`config.mk`:
```
export PLATFORM = sky130hd
export DESIGN_NAME = pidle_coord
export DESIGN_NICKNAME = d
export VERILOG_FILES = /design/src/rtl/pidle_pkg.sv /design/src/rtl/pidle_depth_select.sv /design/src/rtl/pidle_core_ctl.sv /design/src/rtl/pidle_pkg_ctl.sv /design/src/rtl/pidle_coord.sv
export SDC_FILE = /design/constraint.sdc
export NUM_CORES = 1
export LEC_CHECK = 0
export ABC_AREA = 1
export CAP_MARGIN = 25
export CORE_UTILIZATION = 25
export DETAILED_ROUTE_END_ITERATION = 10
export DONT_BUFFER_PORTS = 1
export PLACE_DENSITY = 0.41
export SLEW_MARGIN = 20
export SYNTH_ARGS = -nofsm -noshare
export SYNTH_HDL_FRONTEND = slang
export SYNTH_HIERARCHICAL = 1
export SYNTH_SLANG_ARGS = --single-unit
```
`constraint.sdc`:
```
create_clock -name clk -period 5.8 [get_ports clk]
set_input_delay 0.87 -clock clk [delete_from_list [all_inputs] [get_ports clk]]
set_output_delay 0.87 -clock clk [all_outputs]
set_load 0.1 [all_outputs]
```
`src/rtl/pidle_pkg.sv`:
```
package pidle_pkg;
    typedef enum logic [1:0] {
        CS_RUN,
        CS_IDLE,
        CS_WAKING
    } core_st_e;

    typedef enum logic [2:0] {
        PS_ACTIVE,
        PS_GATE_CLK,
        PS_GATE_PLL,
        PS_PKG_IDLE,
        PS_RESTORE_VDD,
        PS_RESTORE_PLL
    } pkg_st_e;

    typedef struct packed {
        logic cache;
        logic pll;
        logic clk;
        logic vdd;
    } gate_t;
endpackage

```
`src/rtl/pidle_depth_select.sv`:
```
module pidle_depth_select #(
    parameter int NLVL = 3,
    parameter int LW   = 8,
    parameter int TW   = 8,
    parameter int DW   = $clog2(NLVL + 1)
) (
    input  logic                     use_budget,
    input  logic [DW-1:0]            step_depth,
    input  logic [TW-1:0]            sleep_est,
    input  logic [LW-1:0]            lat_max,
    input  logic [NLVL-1:0][LW-1:0]  lat_tab,
    input  logic [NLVL-1:0][TW-1:0]  res_tab,
    output logic [DW-1:0]            pick
);
    logic [NLVL-1:0] fits;
    logic [DW-1:0]   deepest;

    for (genvar g = 0; g < NLVL; g++) begin : g_fit
        assign fits[g] = (lat_tab[g] <= lat_max) && (res_tab[g] <= sleep_est);
    end

    always_comb begin
        deepest = DW'(1);
        for (int d = 0; d < NLVL; d++) begin
            if (fits[d]) deepest = DW'(d + 1);
        end
    end

    assign pick = use_budget ? deepest : step_depth;
endmodule

```
`src/rtl/pidle_core_ctl.sv`:
```
module pidle_core_ctl
    import pidle_pkg::*;
#(
    parameter int NLVL = 3,
    parameter int TW   = 8,
    parameter int DW   = $clog2(NLVL + 1)
) (
    input  logic                     clk,
    input  logic                     rst_n,
    input  logic                     idle_req,
    input  logic                     wake_req,
    input  logic                     pkg_active,
    input  logic [DW-1:0]            pick,
    input  logic [NLVL-1:0][TW-1:0]  res_tab,
    output logic [DW-1:0]            depth_o,
    output logic                     is_idle,
    output logic                     is_waking,
    output logic [DW-1:0]            step_o
);
    localparam logic [DW-1:0] DMAX = DW'(NLVL);
    localparam logic [DW-1:0] DMIN = DW'(1);
    localparam logic [TW-1:0] CMAX = '1;

    core_st_e        state_q, state_d;
    logic [DW-1:0]   depth_q, step_q, res_idx;
    logic [TW-1:0]   cnt_q, res_cur;

    assign res_idx = (depth_q == '0) ? '0 : depth_q - DMIN;
    assign res_cur = res_tab[res_idx];

    always_comb begin
        state_d = state_q;
        unique case (state_q)
            CS_RUN:    if (idle_req && !wake_req) state_d = CS_IDLE;
            CS_IDLE:   if (wake_req)              state_d = CS_WAKING;
            CS_WAKING: if (pkg_active)            state_d = CS_RUN;
            default:                              state_d = CS_RUN;
        endcase
    end

    always_ff @(posedge clk or negedge rst_n) begin
        if (!rst_n) state_q <= CS_RUN;
        else        state_q <= state_d;
    end

    always_ff @(posedge clk or negedge rst_n) begin
        if (!rst_n) begin
            depth_q <= '0;
            cnt_q   <= '0;
            step_q  <= DMIN;
        end else begin
            if (state_q == CS_RUN && state_d == CS_IDLE) begin
                depth_q <= pick;
                cnt_q   <= '0;
            end else if (state_q == CS_IDLE && state_d == CS_IDLE && cnt_q != CMAX) begin
                cnt_q <= cnt_q + 1'b1;
            end
            if (state_q == CS_IDLE && state_d == CS_WAKING) begin
                if (cnt_q > res_cur)
                    step_q <= (depth_q == DMAX) ? DMAX : depth_q + 1'b1;
                else if (cnt_q < res_cur)
                    step_q <= (depth_q == DMIN) ? DMIN : depth_q - 1'b1;
                else
                    step_q <= depth_q;
            end
        end
    end

    always_comb begin
        depth_o   = (state_q == CS_RUN) ? '0 : depth_q;
        is_idle   = (state_q == CS_IDLE);
        is_waking = (state_q == CS_WAKING);
        step_o    = step_q;
    end

    assert_enter_R2: assert property (@(posedge clk) disable iff (!rst_n)
        (state_q == CS_RUN && idle_req && !wake_req) |=> (depth_o != '0));

    assert_run_hold_R10: assert property (@(posedge clk) disable iff (!rst_n)
        (state_q == CS_RUN && wake_req) |=> (depth_o == '0));

    assert_release_R7: assert property (@(posedge clk) disable iff (!rst_n)
        ($past(depth_o) != '0 && depth_o == '0) |-> $past(pkg_active));

    assert_step_range_R3: assert property (@(posedge clk) disable iff (!rst_n)
        (step_q >= DMIN) && (step_q <= DMAX));
endmodule

```
`src/rtl/pidle_pkg_ctl.sv`:
```
module pidle_pkg_ctl
    import pidle_pkg::*;
(
    input  logic  clk,
    input  logic  rst_n,
    input  logic  all_same,
    input  logic  any_wake,
    output gate_t off,
    output logic  pkg_idle,
    output logic  pkg_active
);
    pkg_st_e state_q, state_d;

    always_comb begin
        state_d = state_q;
        unique case (state_q)
            PS_ACTIVE:      if (all_same && !any_wake) state_d = PS_GATE_CLK;
            PS_GATE_CLK:    state_d = (any_wake || !all_same) ? PS_ACTIVE : PS_GATE_PLL;
            PS_GATE_PLL:    state_d = any_wake ? PS_RESTORE_PLL : PS_PKG_IDLE;
            PS_PKG_IDLE:    if (any_wake) state_d = PS_RESTORE_VDD;
            PS_RESTORE_VDD: state_d = PS_RESTORE_PLL;
            PS_RESTORE_PLL: state_d = PS_ACTIVE;
            default:        state_d = PS_ACTIVE;
        endcase
    end

    always_ff @(posedge clk or negedge rst_n) begin
        if (!rst_n) state_q <= PS_ACTIVE;
        else        state_q <= state_d;
    end

    always_comb begin
        off        = '0;
        pkg_idle   = 1'b0;
        pkg_active = 1'b0;
        unique case (state_q)
            PS_ACTIVE:      pkg_active = 1'b1;
            PS_GATE_CLK:    begin off.clk = 1'b1; off.cache = 1'b1; end
            PS_GATE_PLL:    begin off.clk = 1'b1; off.cache = 1'b1; off.pll = 1'b1; end
            PS_PKG_IDLE:    begin off = '1; pkg_idle = 1'b1; end
            PS_RESTORE_VDD: begin off.clk = 1'b1; off.cache = 1'b1; off.pll = 1'b1; end
            PS_RESTORE_PLL: begin off.clk = 1'b1; off.cache = 1'b1; end
            default:        pkg_active = 1'b1;
        endcase
    end

    assert_entry_R5: assert property (@(posedge clk) disable iff (!rst_n)
        $rose(off.clk) |-> $past(all_same));

    assert_vdd_first_R6: assert property (@(posedge clk) disable iff (!rst_n)
        $fell(off.vdd) |=> $fell(off.pll));

    assert_pll_then_clk_R6: assert property (@(posedge clk) disable iff (!rst_n)
        $fell(off.pll) |=> (!off.clk && !off.cache));

    assert_abort_R9: assert property (@(posedge clk) disable iff (!rst_n)
        (state_q == PS_GATE_CLK && any_wake) |=> (!off.clk && !off.pll));
endmodule

```
`src/rtl/pidle_coord.sv`:
```
module pidle_coord
    import pidle_pkg::*;
#(
    parameter int NCORES = 4,
    parameter int NLVL   = 3,
    parameter int LW     = 8,
    parameter int TW     = 8,
    parameter int DW     = $clog2(NLVL + 1)
) (
    input  logic                       clk,
    input  logic                       rst_n,
    input  logic [NCORES-1:0]          idle_req,
    input  logic [NCORES-1:0]          wake_req,
    input  logic                       sel_budget,
    input  logic [LW-1:0]              lat_limit,
    input  logic [NCORES-1:0][TW-1:0]  exp_sleep,
    input  logic [NLVL-1:0][LW-1:0]    exit_lat,
    input  logic [NLVL-1:0][TW-1:0]    min_res,
    output logic [NCORES-1:0][DW-1:0]  core_depth,
    output logic                       pkg_idle,
    output logic                       off_cache,
    output logic                       off_pll,
    output logic                       off_clk,
    output logic                       off_vdd
);
    logic [NCORES-1:0]         idle_v, wake_v;
    logic [NCORES-1:0][DW-1:0] pick_v, step_v;
    logic                      all_same, any_wake, pkg_active;
    gate_t                     off;

    for (genvar c = 0; c < NCORES; c++) begin : g_core
        pidle_depth_select #(.NLVL(NLVL), .LW(LW), .TW(TW), .DW(DW)) u_sel (
            .use_budget (sel_budget),
            .step_depth (step_v[c]),
            .sleep_est  (exp_sleep[c]),
            .lat_max    (lat_limit),
            .lat_tab    (exit_lat),
            .res_tab    (min_res),
            .pick       (pick_v[c])
        );
        pidle_core_ctl #(.NLVL(NLVL), .TW(TW), .DW(DW)) u_core (
            .clk        (clk),
            .rst_n      (rst_n),
            .idle_req   (idle_req[c]),
            .wake_req   (wake_req[c]),
            .pkg_active (pkg_active),
            .pick       (pick_v[c]),
            .res_tab    (min_res),
            .depth_o    (core_depth[c]),
            .is_idle    (idle_v[c]),
            .is_waking  (wake_v[c]),
            .step_o     (step_v[c])
        );
    end

    always_comb begin
        all_same = 1'b1;
        for (int i = 0; i < NCORES; i++) begin
            if (!idle_v[i] || core_depth[i] != core_depth[0]) all_same = 1'b0;
        end
    end

    assign any_wake = |wake_v;

    pidle_pkg_ctl u_pkg (
        .clk        (clk),
        .rst_n      (rst_n),
        .all_same   (all_same),
        .any_wake   (any_wake),
        .off        (off),
        .pkg_idle   (pkg_idle),
        .pkg_active (pkg_active)
    );

    assign off_cache = off.cache;
    assign off_pll   = off.pll;
    assign off_clk   = off.clk;
    assign off_vdd   = off.vdd;
endmodule

```
Word level (Yosys, flattened, before mapping):

Cells that the tools add are included.

* bits in registers: 59
* input bits: 99
* output and inout bits: 13
* logic and storage cells: 228

* $add $sub $neg: 12
* magnitude comparators: 22
* equality and inequality tests: 38
* mux-type cells: 80
* reductions and logical operators: 59

Operators with widths (count)
* $mux 2: 49
* $mux 8: 12
* $le 8x8->1: 10
* $bmux 8 s2: 4
* $add 8x1->8 const B: 4
* $gt 8x8->1: 4
* $lt 8x8->1: 4
* $ne 8x8->1 const B: 4
* $logic_and 1x1->1: 29
* $eq 2x1->1 const B: 12
* $eq 2x2->1 const B: 12
* $pmux 2 s3: 4
* $logic_not 2->1: 8
* $pmux 3 s5: 1
* $lt 2x3->1 const B: 4
* $logic_not 1->1: 9
* $mux 3: 3
* $add 2x1->2 const B: 4
* $reduce_bool 2->1: 4
* $sub 2x1->2 const B: 4
* $mux 1: 7
* $eq 3x2->1 const B: 2
* $eq 3x3->1 const B: 2
* $ne 2x2->1: 3
* 8 further kinds: 12

Depth between registers and ports, before layout:

Gate-level depths: netlist of run 1.

* word-level depth: 11
* mapped depth: 19
* mapped depth without buffers: 18

Cells and area by module:

Netlist of run 1, hierarchy kept.

Modules (own cells, without submodules)
* pidle_core_ctl: instances 4, cells an instance 161, area each 1193.6 um^2, sequential area each 351.6 um^2
* pidle_depth_select: instances 4, cells an instance 135, area each 838.3 um^2, sequential area each 0.0 um^2
* pidle_pkg_ctl: instances 1, cells an instance 32, area each 215.2 um^2, sequential area each 75.1 um^2
* pidle_coord: instances 1, cells an instance 20, area each 80.1 um^2, sequential area each 0.0 um^2

Worst setup path after synthesis of run 1:

Ideal clock, no wire load.

* kind: register to output
* start: register u_pkg.state_q[1]
* end: output off_vdd
* arrival: 2.277 ns
* data required time: 4.930 ns
* slack: 2.653 ns
* cell stages (with the launch flop): 4
* buffers on the path: 1
* path through: dfrtp_1 > nand2_1 > nor2_1 > buf_4

* word-level cells in the longest chain between the ends: 2

RTL lines
* start: declaration: line pidle_pkg_ctl.sv:12 `pkg_st_e state_q, state_d;`
* start signal: assignment: line pidle_pkg_ctl.sv:29 `else state_q <= state_d;`
* $eq 3x2->1
* $mux 1
* end: declaration: line pidle_coord.sv:24 `output logic off_vdd`

No other way between the ends.

Worst setup path in the final report of run 1:

* start: register u_pkg.state_q[2]
* end: output off_clk

* word-level cells in the longest chain between the ends: 3
* elaborated cells on any way between the ends: 7
* those cells by class: eq/ne (5); mux (1); reduce/logical (1)

RTL lines
* $eq 3x1->1 (tied with other cells): line pidle_pkg_ctl.sv:36 `unique case (state_q)`
* $reduce_or 5->1 (no line) *
* $mux 1 *: line pidle_pkg_ctl.sv:36
* end: declaration: line pidle_coord.sv:23 `output logic off_clk,`

Every way passes the cells marked *; elsewhere a longest branch is shown, timed or not.

==> run summary, run 1 <==
• completed — result of the run
• 9 — Inserted Clock Buffers
• primary output — kind of end point of the critical path
• 12930 um — detailed-routing wirelength on met1
• 59 — number of clock sinks seen by CTS
• 0.8306 — routability congestion estimate
• 530 ps — worst stage delay on the critical path
• yes — TritonCTS clock tree
• 4930 ps — WP data required
• u_pkg/state_q[2] — start point of the critical path
• 292.7 MHz — highest achievable clock rate
• 278.8 nW/um2 — power density cells
• 5 — first-pass iteration count of the detailed router
• 2 — maximum root-to-sink buffer count
• 1847 um — detailed-routed wire length on met3
• 0 — setup violation total in the final timing report
• 0 — GRT Residual Overflow
• 1481 um2 — sequential standard cell area
• 5.148 nW — leak pwr
• 0.5890 — final critical-path share of the clock period
• 340 ps — later-pin clock latency in the skew report
• 0 — antenna-violating nets left
• 0.1560 — Global Route Usage Sum
• 40970 um — first-pass GRT wire length
• 900.0 ps — actual slew at the worst max-slew pin
• 66 — row cnt
• 10920 um — routed length on met2
• 2.626 mW — post-layout power
• 185.6 um — x dimension of the die
• 0 — postcts setup bufs
• 2384 ps — setup slack after layout
• 14 — length in cells of the worst reg-to-reg path
• 5 — largest fanout on the critical path
• 0.3991 — worst slew slack as a fraction of its limit
• 225.3 ps — smallest hold slack
• 7689 — detailed-route via count
• sky130_fd_sc_hd__clkbuf_16 — clock root buffer master
• 60 ps — Clock Pin Slew Worst Setup and Hold Paths
• 0.2865 — Core Util, Final
• inv_1 -> nand3_1 -> nand3_2 -> nor2_2 -> inv_2 — worst-path cell chain
• 3416 ps — fin crit period
• 0 — count of max-cap constraint violations
• 21300 um — post-DP HPWL
• 60 — maximum number of pins on one net before global-route repair
• off_clk — destination of the critical timing path
• 0 — number of cells upsized or downsized after cts
• primary input to asynchronous set/reset pin — Hold Path Class
• 0.2563 — starting utilization of the core area
• 112 — I/O pin count
• 2550 ps — Worst Path Arrival
• g_core[2].u_core/depth_q[0] — Reg-to-Reg Start
• 2960 ps — flop2flop setup slack
• simple AND/OR/NAND/NOR gates — family with the most delay on the worst path
• 4.531 — Vias/cell
• flip-flop — startpoint class of the critical path
• 0 — number of remaining DRC errors
• 32870 um2 — core area
• 169.4 uV — peak supply drop
• 6156 um2 — combined area of the multi-input logic cells
• 185.6 um — floorplan die height
• 1515 — net count after synthesis
• sky130_fd_sc_hd__nor2_2 — cell type of the slowest stage on the worst timing path
• 0 — final hold viol count
• 2 — Crit path buffers/inverters
• 6.815 um2 — Syn Area/Cell
• 0 — Final Slew Violations
• 5 — depth of the critical timing path with buffers and inverters included
• 59 — register bit total from synthesis
• 0 — antenna violations before repair
• 32 — number of distinct standard cells referenced by the synthesized netlist
• 7477 — via count of the first global-routing pass
• 0.09243 — share of layout cells above drive strength 1
• 1529 — number of nets in the final layout
• 6 — Syn. warnings
• 3724 — total of fill cells in the finished design
• met4 — highest metal layer with signal wires
• 2686 ps — post-placement worst setup slack
• 11.79% — area added between synthesis and finish
• 15.28 um — detail-routed net length per standard cell
• 10.49 ps — setup skew after layout
• 1236 — gate count of the mapped netlist
• 3 — H-Tree Level Count
• g_core[2].u_core/step_o[1] — reg-to-reg critical path endpoint
• 0 — count of input and output buffers
• 390 — starting DRC count in detailed routing
• 0 — Hold Buf Count CTS
• 0.1759 — portion of the post-synthesis area used by sequential elements
• no — setup repair after global routing missed its margin
• 8423 um2 — synthesized area
• 25930 um — Detailed Route WL
• 0 — count of antenna diodes in the layout
• 0 ps — setup tns final
• flip-flop to primary output — Setup CP Type
• 34430 um2 — Die Outline Area
[power by group]
part / switching (mW) / internal, mW / total (mW) / leakage, nW
clock network: 0.195 / 0.344 / 0.540 / 0.141
logic: 0.913 / 0.553 / 1.47 / 4.25
registers: 0.106 / 0.515 / 0.621 / 0.756
total: 1.21 / 1.41 / 2.63 / 5.15
[state kept, by name, summed over array words and instances, names as in the netlist]
name / flops
u_pkg/state_q: 3
g_core.u_core/depth_q: 8
g_core.u_core/state_q: 8
g_core.u_core/step_o: 8
g_core.u_core/cnt_q: 32
[worst min path at each step]
stage / slack [ps] / cells after the start / endpoint / start
global route: 210 / 0 / u_pkg/state_q[2] / rst_n
floorplan: 450 / 2 / g_core[0].u_core/step_o[0] / g_core[0].u_core/step_o[0]
detailed placement: 460 / 2 / g_core[0].u_core/step_o[0] / g_core[0].u_core/step_o[0]
finish: 230 / 0 / g_core[0].u_core/state_q[0] / rst_n
CTS: 200 / 0 / g_core[0].u_core/state_q[0] / rst_n
global placement: 460 / 2 / g_core[3].u_core/step_o[0] / g_core[3].u_core/step_o[0]
[metal layers]
| metal | GRT usage | vias up |
|---|---|---|
| met4 | 0.03180 | 0 |
| met1 | 0.2148 | 3437 |
| li1 | - | 4086 |
| met2 | 0.2445 | 152 |
| met5 | 0 | - |
| met3 | 0.03874 | 14 |
[logic make-up after synthesis]
group                      count (synthesis)  share of synthesized area
adders and majority gates                180                     0.2674
AOI/OAI and AO/OA                        200                     0.1601
and+or+nand+nor                          585                     0.2995
DFF                                       59                     0.1759
buffers and inverters                    212                    0.09715
[cell usage in the layout, fill, tap and decap left out, types with 5 or more instances in the layout]
cell / instances
sky130_fd_sc_hd__clkinv_1: 8
sky130_fd_sc_hd__nand2_2: 20
sky130_fd_sc_hd__a21oi_1: 65
sky130_fd_sc_hd__nor3_1: 12
sky130_fd_sc_hd__clkbuf_16: 9
sky130_fd_sc_hd__inv_2: 29
sky130_fd_sc_hd__a2bb2oi_1: 28
sky130_fd_sc_hd__dfrtp_1: 55
sky130_fd_sc_hd__buf_16: 5
sky130_fd_sc_hd__o21ai_1: 16
sky130_fd_sc_hd__nand3_2: 5
sky130_fd_sc_hd__inv_1: 165
sky130_fd_sc_hd__nand4_1: 22
sky130_fd_sc_hd__o21bai_1: 8
sky130_fd_sc_hd__nand3_1: 42
sky130_fd_sc_hd__buf_1: 5
sky130_fd_sc_hd__o21a_1: 8
sky130_fd_sc_hd__nand2_1: 319
sky130_fd_sc_hd__o21ai_0: 38
sky130_fd_sc_hd__ha_1: 180
sky130_fd_sc_hd__nor2_2: 12
sky130_fd_sc_hd__nor2_1: 139
sky130_fd_sc_hd__a21o_1: 13
[synth_stat cells]
cell / number / area (um2)
sky130_fd_sc_hd__a21o_1: 13 / 97.59
sky130_fd_sc_hd__a21oi_1: 65 / 325.3
sky130_fd_sc_hd__a22o_1: 4 / 35.03
sky130_fd_sc_hd__a22oi_2: 4 / 50.05
sky130_fd_sc_hd__a2bb2oi_1: 28 / 245.2
sky130_fd_sc_hd__buf_4: 6 / 45.04
sky130_fd_sc_hd__clkbuf_1: 4 / 15.01
sky130_fd_sc_hd__clkinv_1: 8 / 30.03
sky130_fd_sc_hd__dfrtp_1: 55 / 1376
sky130_fd_sc_hd__dfstp_2: 4 / 105.1
sky130_fd_sc_hd__ha_1: 180 / 2252
sky130_fd_sc_hd__inv_1: 166 / 623.1
sky130_fd_sc_hd__inv_2: 28 / 105.1
sky130_fd_sc_hd__nand2_1: 319 / 1197
sky130_fd_sc_hd__nand2_2: 20 / 125.1
sky130_fd_sc_hd__nand3_1: 42 / 210.2
sky130_fd_sc_hd__nand3_2: 5 / 50.05
sky130_fd_sc_hd__nand4_1: 22 / 137.6
sky130_fd_sc_hd__nand4_2: 4 / 50.05
sky130_fd_sc_hd__nor2_1: 148 / 555.5
sky130_fd_sc_hd__nor2_2: 5 / 31.28
sky130_fd_sc_hd__nor2_8: 4 / 80.08
sky130_fd_sc_hd__nor3_1: 12 / 60.06
sky130_fd_sc_hd__o21a_1: 8 / 60.06
sky130_fd_sc_hd__o21a_2: 4 / 35.03
sky130_fd_sc_hd__o21ai_0: 38 / 190.2
sky130_fd_sc_hd__o21ai_1: 16 / 80.08
sky130_fd_sc_hd__o21ai_4: 4 / 65.06
sky130_fd_sc_hd__o21bai_1: 8 / 60.06
sky130_fd_sc_hd__o21bai_4: 4 / 75.07
sky130_fd_sc_hd__o31ai_1: 4 / 30.03
sky130_fd_sc_hd__or2_1: 4 / 25.02
[final cells by class]
class	count	share of cell area
clock inverter	2	0.003720
clock buffer	14	0.02697
timing repair buffer	13	0.01900
multi-input combinational	965	0.6537
inverter	202	0.08052
tap	442	0.05873
sequential	59	0.1573
[stage by stage]
stage               instance area, um2  instances
finish                            9417       1697
global route                      9417       1697
global placement                  8966       1671
detailed placement                9128       1681
floorplan                         8423       1236
CTS                               9417       1697
Note: power is estimated with default switching activity, not from simulation.
==> inputs of run 2 (changes only) <==
clock period = 3.2 ns   (was 5.8 ns; I/O delays follow)
==> run summary, run 2 (synthesis results as in run 1) <==
• 0 — count of antenna diodes in the layout
• 0 — final hold viol count
• 32870 um2 — core area
• 60 — maximum number of pins on one net before global-route repair
• no — setup repair after global routing missed its margin
• 4.522 — Vias/cell
• g_core[2].u_core/step_o[1] — reg-to-reg critical path endpoint
• simple AND/OR/NAND/NOR gates — family with the most delay on the worst path
• 7579 — via count of the first global-routing pass
• 66 — row cnt
• inv_1 -> ha_1 -> nor2_1 -> a2bb2oi_1 -> ha_1 -> nand2_1 -> nor2_1 -> nand2_1 -> nand2_1 -> nand2_1 -> nand2_1 -> nand2_1 -> nand2_1 -> nand2_1 — worst-path cell chain
• 5.140 nW — leak pwr
• 0 — GRT Residual Overflow
• 4.744 mW — post-layout power
• primary input to asynchronous set/reset pin — Hold Path Class
• 15.32 um — detail-routed net length per standard cell
• 59 — number of clock sinks seen by CTS
• 0 — antenna violations before repair
• 444 — starting DRC count in detailed routing
• 507.0 nW/um2 — power density cells
• 40820 um — first-pass GRT wire length
• 0.2563 — starting utilization of the core area
• 11.08% — area added between synthesis and finish
• 9 — Inserted Clock Buffers
• 6151 um2 — combined area of the multi-input logic cells
• 2777 ps — fin crit period
• flip-flop — kind of end point of the critical path
• g_core[2].u_core/depth_q[0] — start point of the critical path
• 60 ps — Clock Pin Slew Worst Setup and Hold Paths
• 420 ps — flop2flop setup slack
• 0 — antenna-violating nets left
• 1 — Hold Buf Count CTS
• 2 — maximum root-to-sink buffer count
• 480 ps — worst stage delay on the critical path
• flip-flop — startpoint class of the critical path
• 6.926 ps — setup skew after layout
• g_core[2].u_core/depth_q[0] — Reg-to-Reg Start
• 422.8 ps — setup slack after layout
• 1 — Crit path buffers/inverters
• 0 — count of input and output buffers
• 340 ps — later-pin clock latency in the skew report
• 0.3993 — worst slew slack as a fraction of its limit
• 14 — length in cells of the worst reg-to-reg path
• 0 — number of remaining DRC errors
• sky130_fd_sc_hd__nand2_1 — most common cell after layout, fill and taps aside
• 185.6 um — x dimension of the die
• 319 x sky130_fd_sc_hd__nand2_1, 180 x sky130_fd_sc_hd__ha_1, 165 x sky130_fd_sc_hd__inv_1 — commonest cells after routing, fill and taps aside
• 0 — postcts setup bufs
• 0.09657 — share of layout cells above drive strength 1
• 0 — number of cells upsized or downsized after cts
• 0 ps — setup tns final
• 0.8201 — routability congestion estimate
• 7665 — detailed-route via count
• 360.1 MHz — highest achievable clock rate
• 0 — count of max-cap constraint violations
• 34430 um2 — Die Outline Area
• 0.8679 — final critical-path share of the clock period
• yes — TritonCTS clock tree
• sky130_fd_sc_hd__clkbuf_16 — clock root buffer master
• 21160 um — post-DP HPWL
• flip-flop to flip-flop — Setup CP Type
• 478.8 ps — post-placement worst setup slack
• completed — result of the run
• 4 — first-pass iteration count of the detailed router
• 25970 um — Detailed Route WL
• 3689 — total of fill cells in the finished design
• 3020 ps — Worst Path Arrival
• 1527 — number of nets in the final layout
• 0.2847 — Core Util, Final
• 285.5 uV — peak supply drop
• 899.8 ps — actual slew at the worst max-slew pin
• 0 — setup violation total in the final timing report
• 10 — largest fanout on the critical path
• 1481 um2 — sequential standard cell area
• 0.1565 — Global Route Usage Sum
• 3 — H-Tree Level Count
• g_core.u_core/cnt_q — register name with the most flops
• sky130_fd_sc_hd__nor2_1 — cell type of the slowest stage on the worst timing path
• 32 — Largest register FFs
• 3440 ps — WP data required
• 112 — I/O pin count
• 0 — Final Slew Violations
• 185.6 um — floorplan die height
• sky130_fd_sc_hd__nand2_1 — cell repeated most along the worst path
run 2: cell type report:
cell class,instances,area share
clock inverter,5,0.008291
timing repair buffer,11,0.01097
sequential,59,0.1583
multi-input combinational,965,0.6574
tap,442,0.05911
inverter,202,0.08104
clock buffer,11,0.02487
run 2: worst max path at each step:
stage	cells past startpoint	slack, ps	end
4_1_cts	14	460	g_core[2].u_core/step_o[1]
5_1_grt	14	110	g_core[2].u_core/step_o[1]
3_3_place_gp	14	520	g_core[0].u_core/step_o[1]
2_1_floorplan	3	440	off_vdd
3_5_place_dp	14	480	g_core[2].u_core/step_o[1]
6_report	14	420	g_core[2].u_core/step_o[1]
run 2: worst reg2reg max path, cell delays in order (launching register included):
cell                        delay [ps]
sky130_fd_sc_hd__dfrtp_1           400
sky130_fd_sc_hd__inv_1             110
sky130_fd_sc_hd__ha_1              330
sky130_fd_sc_hd__nor2_1            480
sky130_fd_sc_hd__a2bb2oi_1         170
sky130_fd_sc_hd__ha_1              340
sky130_fd_sc_hd__nand2_1            80
sky130_fd_sc_hd__nor2_1            220
sky130_fd_sc_hd__nand2_1           130
sky130_fd_sc_hd__nand2_1           140
sky130_fd_sc_hd__nand2_1            60
sky130_fd_sc_hd__nand2_1            60
sky130_fd_sc_hd__nand2_1            50
sky130_fd_sc_hd__nand2_1            60
sky130_fd_sc_hd__nand2_1            50
run 2: layer usage:
layer | global-route usage | vias to the layer above | part of all wire
met2 | 0.2452 | 158 | 0.42
met4 | 0.04164 | 0 | 0.015
met1 | 0.2148 | 3420 | 0.50
met5 | 0 | - | 0
li1 | - | 4068 | -
met3 | 0.03444 | 19 | 0.065
run 2: power breakdown:
part	leakage, nW	internal, mW	switching [mW]	total, mW
registers	0.756	0.934	0.192	1.13
clock network	0.150	0.679	0.372	1.05
logic	4.23	0.940	1.63	2.57
run 2: per-stage QoR:
stage / instance area (um2) / instances / hold WS [ps]
6_report: 9356 / 1695 / 2.722
5_1_grt: 9356 / 1695 / 19.52
4_1_cts: 9356 / 1695 / 19.97
3_5_place_dp: 9019 / 1678 / 188.4
3_3_place_gp: 9019 / 1678 / 188.3
2_1_floorplan: 8423 / 1236 / 184.4
